`config.mk`:
```
export PLATFORM = sky130hd
export DESIGN_NAME = iobm_gate
export DESIGN_NICKNAME = d
export VERILOG_FILES = /design/src/rtl/iobm_pkg.sv /design/src/rtl/iobm_span.sv /design/src/rtl/iobm_reach.sv /design/src/rtl/iobm_fsm.sv /design/src/rtl/iobm_gate.sv
export SDC_FILE = /design/constraint.sdc
export NUM_CORES = 1
export LEC_CHECK = 0
export ABC_AREA = 1
export BUFFER_PORTS_ARGS = -buffer_cell sky130_fd_sc_hd__buf_2
export CAP_MARGIN = 0
export CORE_MARGIN = 10
export CORE_UTILIZATION = 60
export CTS_CLUSTER_SIZE = 28
export DETAILED_ROUTE_END_ITERATION = 6
export GPL_TIMING_DRIVEN = 1
export PLACE_DENSITY_LB_ADDON = 0.05
export SYNTH_ARGS = -nofsm -noshare
export SYNTH_HDL_FRONTEND = slang
export SYNTH_SLANG_ARGS = --single-unit
```
`constraint.sdc`:
```
create_clock -name clk -period 12.5 [get_ports clk]
set_input_delay 1.25 -clock clk [delete_from_list [all_inputs] [get_ports clk]]
set_output_delay 1.25 -clock clk [all_outputs]
set_load 0.02 [all_outputs]
```
`src/rtl/iobm_pkg.sv`:
```
package iobm_pkg;

    // Byte offset of the 16-bit map pointer field inside the region.
    localparam logic [15:0] PTR_FIELD_OFF  = 16'h0066;
    // Smallest limit that still covers both pointer bytes.
    localparam logic [15:0] PTR_FIELD_END  = 16'h0067;
    // Highest pointer that leaves room for a full map and its all-ones byte.
    localparam logic [15:0] MAX_MAP_BASE   = 16'hDFFF;
    // General-protection vector reported on a denial.
    localparam logic [7:0]  GP_VECTOR      = 8'd13;

    typedef enum logic [2:0] {
        ST_IDLE,
        ST_PTR_LO,
        ST_PTR_HI,
        ST_MAP0,
        ST_MAP1,
        ST_DONE
    } phase_e;

    function automatic logic size_legal(input logic [2:0] sz);
        return (sz == 3'd1) || (sz == 3'd2) || (sz == 3'd4);
    endfunction

endpackage

```
`src/rtl/iobm_span.sv`:
```
// Works out which map bytes an access touches and which bits of each
// byte belong to it.
module iobm_span #(
    parameter int PORT_W = 16,
    parameter int SIZE_W = 3,
    localparam int IDX_W = PORT_W - 2,
    localparam int SPAN_W = 16
) (
    input  logic [PORT_W-1:0] port,
    input  logic [SIZE_W-1:0] size,
    output logic [IDX_W-1:0]  idx_first,
    output logic [IDX_W-1:0]  idx_last,
    output logic [7:0]        mask_first,
    output logic [7:0]        mask_last,
    output logic              two_bytes
);
    logic [PORT_W:0]   last_port;
    logic [SPAN_W-1:0] span;
    logic [4:0]        lo_bit;
    logic [4:0]        hi_bit;

    always_comb begin
        last_port = {1'b0, port} + (PORT_W+1)'(size) - (PORT_W+1)'(1);
        idx_first = IDX_W'(port >> 3);
        idx_last  = IDX_W'(last_port >> 3);
        two_bytes = (idx_first != idx_last);
        lo_bit    = 5'(port[2:0]);
        hi_bit    = lo_bit + 5'(size);
    end

    // One bit per position of a two-byte window starting at the first byte.
    for (genvar b = 0; b < SPAN_W; b++) begin : g_span
        assign span[b] = (5'(b) >= lo_bit) && (5'(b) < hi_bit);
    end

    assign mask_first = span[7:0];
    assign mask_last  = span[15:8];

endmodule

```
`src/rtl/iobm_reach.sv`:
```
// Turns map byte indices into region offsets and checks them against the limit.
module iobm_reach #(
    parameter int PORT_W = 16,
    localparam int IDX_W = PORT_W - 2,
    localparam int OFF_W = PORT_W + 1
) (
    input  logic [PORT_W-1:0] map_ptr,
    input  logic [IDX_W-1:0]  idx_first,
    input  logic [IDX_W-1:0]  idx_last,
    input  logic [PORT_W-1:0] limit,
    output logic [OFF_W-1:0]  off_first,
    output logic [OFF_W-1:0]  off_last,
    output logic              fits,
    output logic              ptr_ok
);
    import iobm_pkg::*;

    always_comb begin
        off_first = {1'b0, map_ptr} + OFF_W'(idx_first);
        off_last  = {1'b0, map_ptr} + OFF_W'(idx_last);
        // The last byte is never below the first, so one compare covers both.
        fits      = (off_last <= {1'b0, limit});
        ptr_ok    = (map_ptr <= MAX_MAP_BASE);
    end

endmodule

```
`src/rtl/iobm_fsm.sv`:
```
// Sequencer: pointer reads, map reads, verdict.
module iobm_fsm #(
    parameter int ADDR_W = 32,
    parameter int PORT_W = 16,
    localparam int OFF_W = PORT_W + 1
) (
    input  logic              clk,
    input  logic              rst_n,
    input  logic              req_valid,
    input  logic [PORT_W-1:0] req_port,
    input  logic [2:0]        req_size,
    input  logic [ADDR_W-1:0] region_base,
    input  logic [PORT_W-1:0] region_limit,
    input  logic              mem_rvalid,
    input  logic [7:0]        mem_rdata,
    input  logic [OFF_W-1:0]  off_first,
    input  logic [OFF_W-1:0]  off_last,
    input  logic [7:0]        mask_first,
    input  logic [7:0]        mask_last,
    input  logic              two_bytes,
    input  logic              fits,
    input  logic              ptr_ok,
    output logic [PORT_W-1:0] ptr_view,
    output logic [PORT_W-1:0] cur_port,
    output logic [2:0]        cur_size,
    output logic [ADDR_W-1:0] cur_base,
    output logic [PORT_W-1:0] cur_limit,
    output logic              mem_req,
    output logic [ADDR_W-1:0] mem_addr,
    output logic              done,
    output logic              verdict,
    output logic              busy
);
    import iobm_pkg::*;

    typedef struct packed {
        phase_e            phase;
        logic [PORT_W-1:0] port;
        logic [2:0]        size;
        logic [ADDR_W-1:0] base;
        logic [PORT_W-1:0] limit;
        logic [PORT_W-1:0] ptr;
        logic              allow;
        logic              req;
        logic [ADDR_W-1:0] addr;
    } regs_t;

    regs_t regs_d, regs_q;

    // The high pointer byte is used straight off the read data so that the
    // limit check happens in the same cycle the byte arrives.
    assign ptr_view = (regs_q.phase == ST_PTR_HI)
                    ? {mem_rdata, regs_q.ptr[7:0]} : regs_q.ptr;

    always_comb begin
        regs_d = regs_q;
        unique case (regs_q.phase)
            ST_IDLE: begin
                if (req_valid) begin
                    regs_d.port  = req_port;
                    regs_d.size  = req_size;
                    regs_d.base  = region_base;
                    regs_d.limit = region_limit;
                    regs_d.ptr   = '0;
                    if (!size_legal(req_size) || (region_limit < PTR_FIELD_END)) begin
                        regs_d.allow = 1'b0;
                        regs_d.req   = 1'b0;
                        regs_d.phase = ST_DONE;
                    end else begin
                        regs_d.req   = 1'b1;
                        regs_d.addr  = region_base + ADDR_W'(PTR_FIELD_OFF);
                        regs_d.phase = ST_PTR_LO;
                    end
                end
            end
            ST_PTR_LO: begin
                if (mem_rvalid) begin
                    regs_d.ptr[7:0] = mem_rdata;
                    regs_d.addr     = regs_q.base + ADDR_W'(PTR_FIELD_END);
                    regs_d.phase    = ST_PTR_HI;
                end
            end
            ST_PTR_HI: begin
                if (mem_rvalid) begin
                    regs_d.ptr = ptr_view;
                    if (!ptr_ok || !fits) begin
                        regs_d.allow = 1'b0;
                        regs_d.req   = 1'b0;
                        regs_d.phase = ST_DONE;
                    end else begin
                        regs_d.addr  = regs_q.base + ADDR_W'(off_first);
                        regs_d.phase = ST_MAP0;
                    end
                end
            end
            ST_MAP0: begin
                if (mem_rvalid) begin
                    if ((mem_rdata & mask_first) != 8'h00) begin
                        regs_d.allow = 1'b0;
                        regs_d.req   = 1'b0;
                        regs_d.phase = ST_DONE;
                    end else if (two_bytes) begin
                        regs_d.addr  = regs_q.base + ADDR_W'(off_last);
                        regs_d.phase = ST_MAP1;
                    end else begin
                        regs_d.allow = 1'b1;
                        regs_d.req   = 1'b0;
                        regs_d.phase = ST_DONE;
                    end
                end
            end
            ST_MAP1: begin
                if (mem_rvalid) begin
                    regs_d.allow = ((mem_rdata & mask_last) == 8'h00);
                    regs_d.req   = 1'b0;
                    regs_d.phase = ST_DONE;
                end
            end
            ST_DONE: begin
                regs_d.phase = ST_IDLE;
            end
            default: begin
                regs_d.phase = ST_IDLE;
                regs_d.req   = 1'b0;
            end
        endcase
    end

    always_ff @(posedge clk or negedge rst_n) begin
        if (!rst_n) begin
            regs_q <= '{phase: ST_IDLE, default: '0};
        end else begin
            regs_q <= regs_d;
        end
    end

    assign cur_port  = regs_q.port;
    assign cur_size  = regs_q.size;
    assign cur_base  = regs_q.base;
    assign cur_limit = regs_q.limit;
    assign mem_req   = regs_q.req;
    assign mem_addr  = regs_q.addr;
    assign done      = (regs_q.phase == ST_DONE);
    assign verdict   = regs_q.allow;
    assign busy      = (regs_q.phase != ST_IDLE);

endmodule

```
`src/rtl/iobm_gate.sv`:
```
// I/O permission bitmap checker, top level.
module iobm_gate #(
    parameter int ADDR_W = 32,
    parameter int PORT_W = 16,
    localparam int IDX_W = PORT_W - 2,
    localparam int OFF_W = PORT_W + 1
) (
    input  logic              clk,
    input  logic              rst_n,
    input  logic              req_valid,
    input  logic [PORT_W-1:0] req_port,
    input  logic [2:0]        req_size,
    input  logic [ADDR_W-1:0] region_base,
    input  logic [PORT_W-1:0] region_limit,
    output logic              busy,
    output logic              done,
    output logic              grant,
    output logic              fault,
    output logic [7:0]        fault_vector,
    output logic              mem_req,
    output logic [ADDR_W-1:0] mem_addr,
    input  logic              mem_rvalid,
    input  logic [7:0]        mem_rdata
);
    import iobm_pkg::*;

    logic [PORT_W-1:0] ptr_view;
    logic [PORT_W-1:0] cur_port;
    logic [2:0]        cur_size;
    logic [ADDR_W-1:0] cur_base;
    logic [PORT_W-1:0] cur_limit;
    logic [IDX_W-1:0]  idx_first, idx_last;
    logic [OFF_W-1:0]  off_first, off_last;
    logic [7:0]        mask_first, mask_last;
    logic              two_bytes, fits, ptr_ok, verdict;

    iobm_span #(.PORT_W(PORT_W), .SIZE_W(3)) u_span (
        .port       (cur_port),
        .size       (cur_size),
        .idx_first  (idx_first),
        .idx_last   (idx_last),
        .mask_first (mask_first),
        .mask_last  (mask_last),
        .two_bytes  (two_bytes)
    );

    iobm_reach #(.PORT_W(PORT_W)) u_reach (
        .map_ptr   (ptr_view),
        .idx_first (idx_first),
        .idx_last  (idx_last),
        .limit     (cur_limit),
        .off_first (off_first),
        .off_last  (off_last),
        .fits      (fits),
        .ptr_ok    (ptr_ok)
    );

    iobm_fsm #(.ADDR_W(ADDR_W), .PORT_W(PORT_W)) u_fsm (
        .clk          (clk),
        .rst_n        (rst_n),
        .req_valid    (req_valid),
        .req_port     (req_port),
        .req_size     (req_size),
        .region_base  (region_base),
        .region_limit (region_limit),
        .mem_rvalid   (mem_rvalid),
        .mem_rdata    (mem_rdata),
        .off_first    (off_first),
        .off_last     (off_last),
        .mask_first   (mask_first),
        .mask_last    (mask_last),
        .two_bytes    (two_bytes),
        .fits         (fits),
        .ptr_ok       (ptr_ok),
        .ptr_view     (ptr_view),
        .cur_port     (cur_port),
        .cur_size     (cur_size),
        .cur_base     (cur_base),
        .cur_limit    (cur_limit),
        .mem_req      (mem_req),
        .mem_addr     (mem_addr),
        .done         (done),
        .verdict      (verdict),
        .busy         (busy)
    );

    assign grant        = done & verdict;
    assign fault        = done & ~verdict;
    assign fault_vector = fault ? GP_VECTOR : 8'h00;

endmodule

```
==> out/metrics.csv, run 1 <==
metric,value,unit
status,"finished, final reports clean",
postcts setup bufs,0,
# setup viols final,0,
fraction of layout cells with a size suffix above 1,9.19,%
GRT Util Overall,31.8,%
Initial Util,61.5,%
main flop type after synthesis,dfrtp_1,
Clock Latency Late Sink,0.43,ns
synth unique cells,47,
first-pass GRT wire length,66.9,mm
Clock Skews,0.0134,ns
Critical Path Sink Type,flip-flop,
syn avg cell area,6.32,um2
"count leader, synth",nand2_1,
Hold WS,0.470,ns
vias,13300,
Max stage delay on crit path,0.48,ns
sequential share of the synthesized area,24.9,%
Post-synth EDFFs,0,
io pins,124,
CTS tree,yes,
# fillers,1754,
Die Span Y,162,um
Rel. slew slack,31.7,%
CTS root buf,clkbuf_16,
pins over their slew limit,0,
WS Path Type,reg2reg,
Startpoint Class,flip-flop,
global placement routability congestion,1.02,
RSZ-0062 raised after global routing,false,
core footprint,19600,um2
Post-Route WL,42.1,mm
Area Growth Syn to Fin,9.60,%
Post-CTS Hold Buffers,0,
drt initial violations,1722,
Hold Fails Final Rpt,0,
vias in the first global route,12500,
Die X,162,um
fin util,67.4,%
most frequent cells after synthesis,"nand2_1, inv_1, nand3_1, o21ai_0, nor2_1",
"Async S/R FF share, synth",100,%
max_cap viols,0,
"Cell Area, Synth",12000,um2
Buffers on Ports,118,
Congestion Overflow GR,0,
antenna diode count,0,
Worst Tran Pin Value,1.02,ns
mean number of vias per cell,5.90,
Final ANT Viol Nets,0,
DP HPWL,33.2,mm
clock sinks,120,
Die Footprint,26100,um2
DRT Pass-1 Iters,6,
"CTS clk-pin slew, worst paths",0.07,ns
cts bufs inserted,17,
CTS Buffer Depth,2,
Synth Register Bits,120,
worst-path fanout max,33,
Tmin final,6.34,ns
WL/cell,18.7,um
Std-Cell Rows,51,
Ys Warns,0,
antenna violations before repair,0,
DRC viols,0,
post-synthesis cell count,1906,
Max H-tree Level,4,
Hold/Removal Path Class,reg2reg,
fmax,158,MHz
post-synth top area share,24.9,%
synth top area cells,"dfrtp_1, nand2_1, ha_1",
largest net degree at the start of global routing,80,
Synth area leader,dfrtp_1,
net count reported at finish,2163,
Worst EP arrival,6.65,ns
cts repair resizes,0,
post-route setup TNS,0,ns
"most used cell, CP",nand2_1,
CP required,12.81,ns
Slowest cell on crit path,nand2_2,
fin crit share,50.7,%
[flip-flops by register name (all words and copies together), names as in the netlist]
register         count
u_fsm.verdict        1
u_fsm.regs_q        19
u_fsm.mem_req        1
u_fsm.cur_port      16
u_fsm.cur_limit     16
u_fsm.cur_base      32
u_fsm.cur_size       3
u_fsm.mem_addr      32
[per-stage QoR]
stage / cells / worst slack (ns) / cell area [um2]
2_1_floorplan: 1910 / 7.70 / 12100
3_3_place_gp: 2225 / 6.59 / 12600
3_5_place_dp: 2225 / 6.39 / 12600
4_1_cts: 2257 / 6.29 / 13200
5_1_grt: 2257 / 5.46 / 13200
6_report: 2257 / 6.16 / 13200
[logic make-up (layout without fill, tap and decap cells)]
group           count (synthesis)  after routing  synth area share (%)
simple gates                  970            970                  33.9
buf+inv                       355            437                  12.6
fa+ha+maj                     105            105                  12.0
other cells                     1              5                0.0311
xor+xnor                       13             13                 0.945
flops                         120            120                  24.9
compound gates                342            342                  15.6
[layer usage]
metal	track usage, %	wire, um	up-vias
met5	0	0	-
met3	7.63	4910	109
met1	44.3	18200	6102
met4	9.84	1020	0
li1	-	-	6338
met2	47.6	17900	777
[layout by cell type (no fill, tap or decap), drive strengths merged, types with 12 or more instances in the layout]
cell,n
nand2,546
inv,281
nand3,201
o21ai,167
nor2,140
buf,127
dfrtp,120
a21oi,117
ha,88
nor3,34
nand4,25
clkbuf,19
fa,17
o21bai,15
a21o,12
or2,12
[critical path, delay by kind of cell (launching register included)]
kind / cells / cell delay [ns]
and+or+nand+nor: 20 / 2.28
buffers and inverters: 5 / 0.79
adders and majority gates: 4 / 1.20
DFF: 1 / 0.43
xor gates and xnor gates: 1 / 0.21
AOI/OAI and AO/OA: 5 / 1.26
[worst paths after layout]
| check | startpoint | end | slack, ns | depth (start not counted) |
|---|---|---|---|---|
| max | u_fsm.cur_port[2] | u_fsm.mem_addr[15] | 6.16 | 35 |
| min | u_fsm.mem_addr[23] | u_fsm.mem_addr[23] | 0.47 | 2 |
| max reg2reg | u_fsm.cur_port[2] | u_fsm.mem_addr[15] | 6.16 | 35 |
| min reg2reg | u_fsm.mem_addr[23] | u_fsm.mem_addr[23] | 0.47 | 2 |
| max in group asynchronous | rst_n | u_fsm.regs_q[118] | 10.22 | 2 |
| min in group asynchronous | rst_n | u_fsm.cur_port[3] | 0.87 | 1 |
[area by class of cell]
class | instances | area (um2) | share of cell area, %
sequential | 120 | 3000 | 22.7
multi-input combinational | 1435 | 7540 | 57.1
clock inverter | 13 | 168 | 1.27
tap | 265 | 332 | 2.51
timing repair buffer | 127 | 661 | 5.00
inverter | 278 | 1040 | 7.91
clock buffer | 19 | 453 | 3.43
Power of run 1 is not shown: default switching activity piles up to over one toggle a cycle in this logic, so the estimate is an artifact.
==> inputs of run 2 (changes only) <==
clock period = 6.1 ns   (was 12.5 ns; I/O delays follow)
==> run 2 against run 1 <==
  * Flip-flop and latch count unchanged
  * Routed wire length increased by 2.4%
  * Clock-buffer cell count decreased by 2
  * Global-route usage increased by 0.45 points
  * Critical path depth decreased by 8
  * Sequential share of layout area decreased by 0.15 points
  * Register-to-register slack got worse by 5.8 ns
  * Die area unchanged
  * Setup slack got worse by 5.8 ns
  * Clock skew about the same
  * Core utilization increased by 0.45 points
  * Largest cell class unchanged
==> out/metrics.csv, run 2 (same netlist as run 1, synthesis figures left out) <==
metric,value,unit,change
Worst Tran Pin Value,0.990,ns,-0.0271 ns
Worst EP arrival,6.07,ns,-0.58 ns
Die Footprint,26100,um2,unchanged
worst-path fanout max,6,,-82%
"CTS clk-pin slew, worst paths",0.06,ns,about the same
CTS Buffer Depth,2,,unchanged
Initial Util,61.5,%,unchanged
vias,13300,,+0.038%
most frequent cells in the layout,"nand2_1, inv_1, nand3_1",,
Hold Fails Final Rpt,0,,unchanged
fraction of layout cells with a size suffix above 1,9.52,%,+0.33 points
Std-Cell Rows,51,,unchanged
DRC viols,0,,unchanged
max_cap viols,0,,unchanged
fmax,174,MHz,+10%
pins over their slew limit,0,,unchanged
# setup viols final,0,,unchanged
antenna diode count,0,,unchanged
Startpoint Class,flip-flop,,
CTS tree,yes,,
# fillers,1788,,+1.9%
GRT Util Overall,32.2,%,+0.45 points
Max H-tree Level,4,,unchanged
Tmin final,5.74,ns,-0.594 ns
first-pass GRT wire length,67.7,mm,+1.2%
fin util,67.8,%,+0.45 points
drt initial violations,1510,,-12%
Post-Route WL,43.1,mm,+2.4%
WL/cell,19.1,um,+2.2%
antenna violations before repair,0,,unchanged
CP required,6.42,ns,-6.39 ns
Rel. slew slack,33.5,%,+1.8 points
DP HPWL,33.8,mm,+1.9%
Die X,162,um,unchanged
DRT Pass-1 Iters,5,,-1
Clock Skews,0.0133,ns,-0.000169 ns
Critical Path Sink Type,flip-flop,,
largest net degree at the start of global routing,62,,-23%
Max stage delay on crit path,0.78,ns,+0.30 ns
global placement routability congestion,1.03,,+1.1%
"most used cell, CP",nand2_1,,
vias in the first global route,12700,,+1.5%
cts bufs inserted,17,,unchanged
io pins,124,,unchanged
"commonest non-fill, non-tap cell in the layout",nand2_1,,
Area Growth Syn to Fin,10.3,%,
core footprint,19600,um2,unchanged
worst r2r src,u_fsm.cur_port[1],,
Congestion Overflow GR,0,,unchanged
CTS root buf,clkbuf_16,,
Final ANT Viol Nets,0,,unchanged
Hold/Removal Path Class,in2async,,
clock sinks,120,,unchanged
Setup crit start,u_fsm.cur_port[1],,
mean number of vias per cell,5.90,,-0.14%
Die Span Y,162,um,unchanged
status,"finished, final reports clean",,
Buffers on Ports,118,,unchanged
WS Path Type,reg2reg,,
fin crit share,94.2,%,+43 points
net count reported at finish,2167,,+0.18%
Slowest cell on crit path,o21ai_0,,
Clock Latency Late Sink,0.43,ns,about the same
==> run 2: cell count changes in the layout (fill, tap and decap cells not counted), sizes merged <==
cell	change
clkinv	-1
clkinvlp	-1
inv	+2
buf	+4
bufinv	+2
clkbuf	-2
==> run 2: what timing repair did <==
item | 4_1_cts | 5_1_grt
setup buffers | 0 | 1
hold buffers | 0 | 0
endpoints found under the setup margin | 0 | 32
endpoints found under the hold margin | 0 | 0
gates resized for setup | 0 | 8
==> run 2: worst max-delay path: cells and delay by family (launching register included) <==
kind | cells | cell delay [ns]
and+or+nand+nor | 16 | 2.35
buffers and inverters | 2 | 0.16
adders and majority gates | 4 | 1.24
xor gates and xnor gates | 1 | 0.26
AOI/OAI and AO/OA | 4 | 1.14
DFF | 1 | 0.47
==> run 2: metrics by stage <==
stage | TNS [ns] | worst slack [ns] | instance area [um2] | instances | hold slack [ns]
after detailed placement | 0 | 0.404 | 12600 | 2228 | 0.454
after global routing | -0.0148 | -0.0148 | 13300 | 2261 | 0.312
after global placement | 0 | 0.581 | 12600 | 2228 | 0.450
final | 0 | 0.355 | 13300 | 2261 | 0.246
after CTS | 0 | 0.344 | 13300 | 2260 | 0.294
after floorplan | 0 | 1.30 | 12100 | 1910 | 0.314
==> run 2: final timing paths <==
kind,slack (ns),cells after the start,endpoint
worst max-delay path,0.36,27,u_fsm.mem_addr[23]
worst min-delay path,0.25,1,u_fsm.cur_port[8]
worst max register to register,0.36,27,u_fsm.mem_addr[23]
worst min register to register,0.46,2,u_fsm.mem_addr[12]
max in group asynchronous,4.51,2,u_fsm.cur_base[20]
min in group clk,0.38,3,u_fsm.cur_port[10]
==> run 2: area by class of cell <==
cell class / instances / area (um2) / area share (%)
Clock buffer: 17 / 425 / 3.20
Clock inverter: 15 / 236 / 1.78
Inverter: 278 / 1040 / 7.85
Multi-Input combinational cell: 1435 / 7560 / 56.9
Sequential cell: 120 / 3000 / 22.6
Tap cell: 265 / 332 / 2.50
Timing Repair Buffer: 131 / 691 / 5.20
==> run 2: per-layer routing <==
layer | part of all wire [%] | track usage (%)
met5 | 0 | 0
met4 | 3.0 | 10.9
met3 | 11 | 8.34
met2 | 43 | 48.9
met1 | 42 | 43.7
Power of run 2 is left out for the same reason.
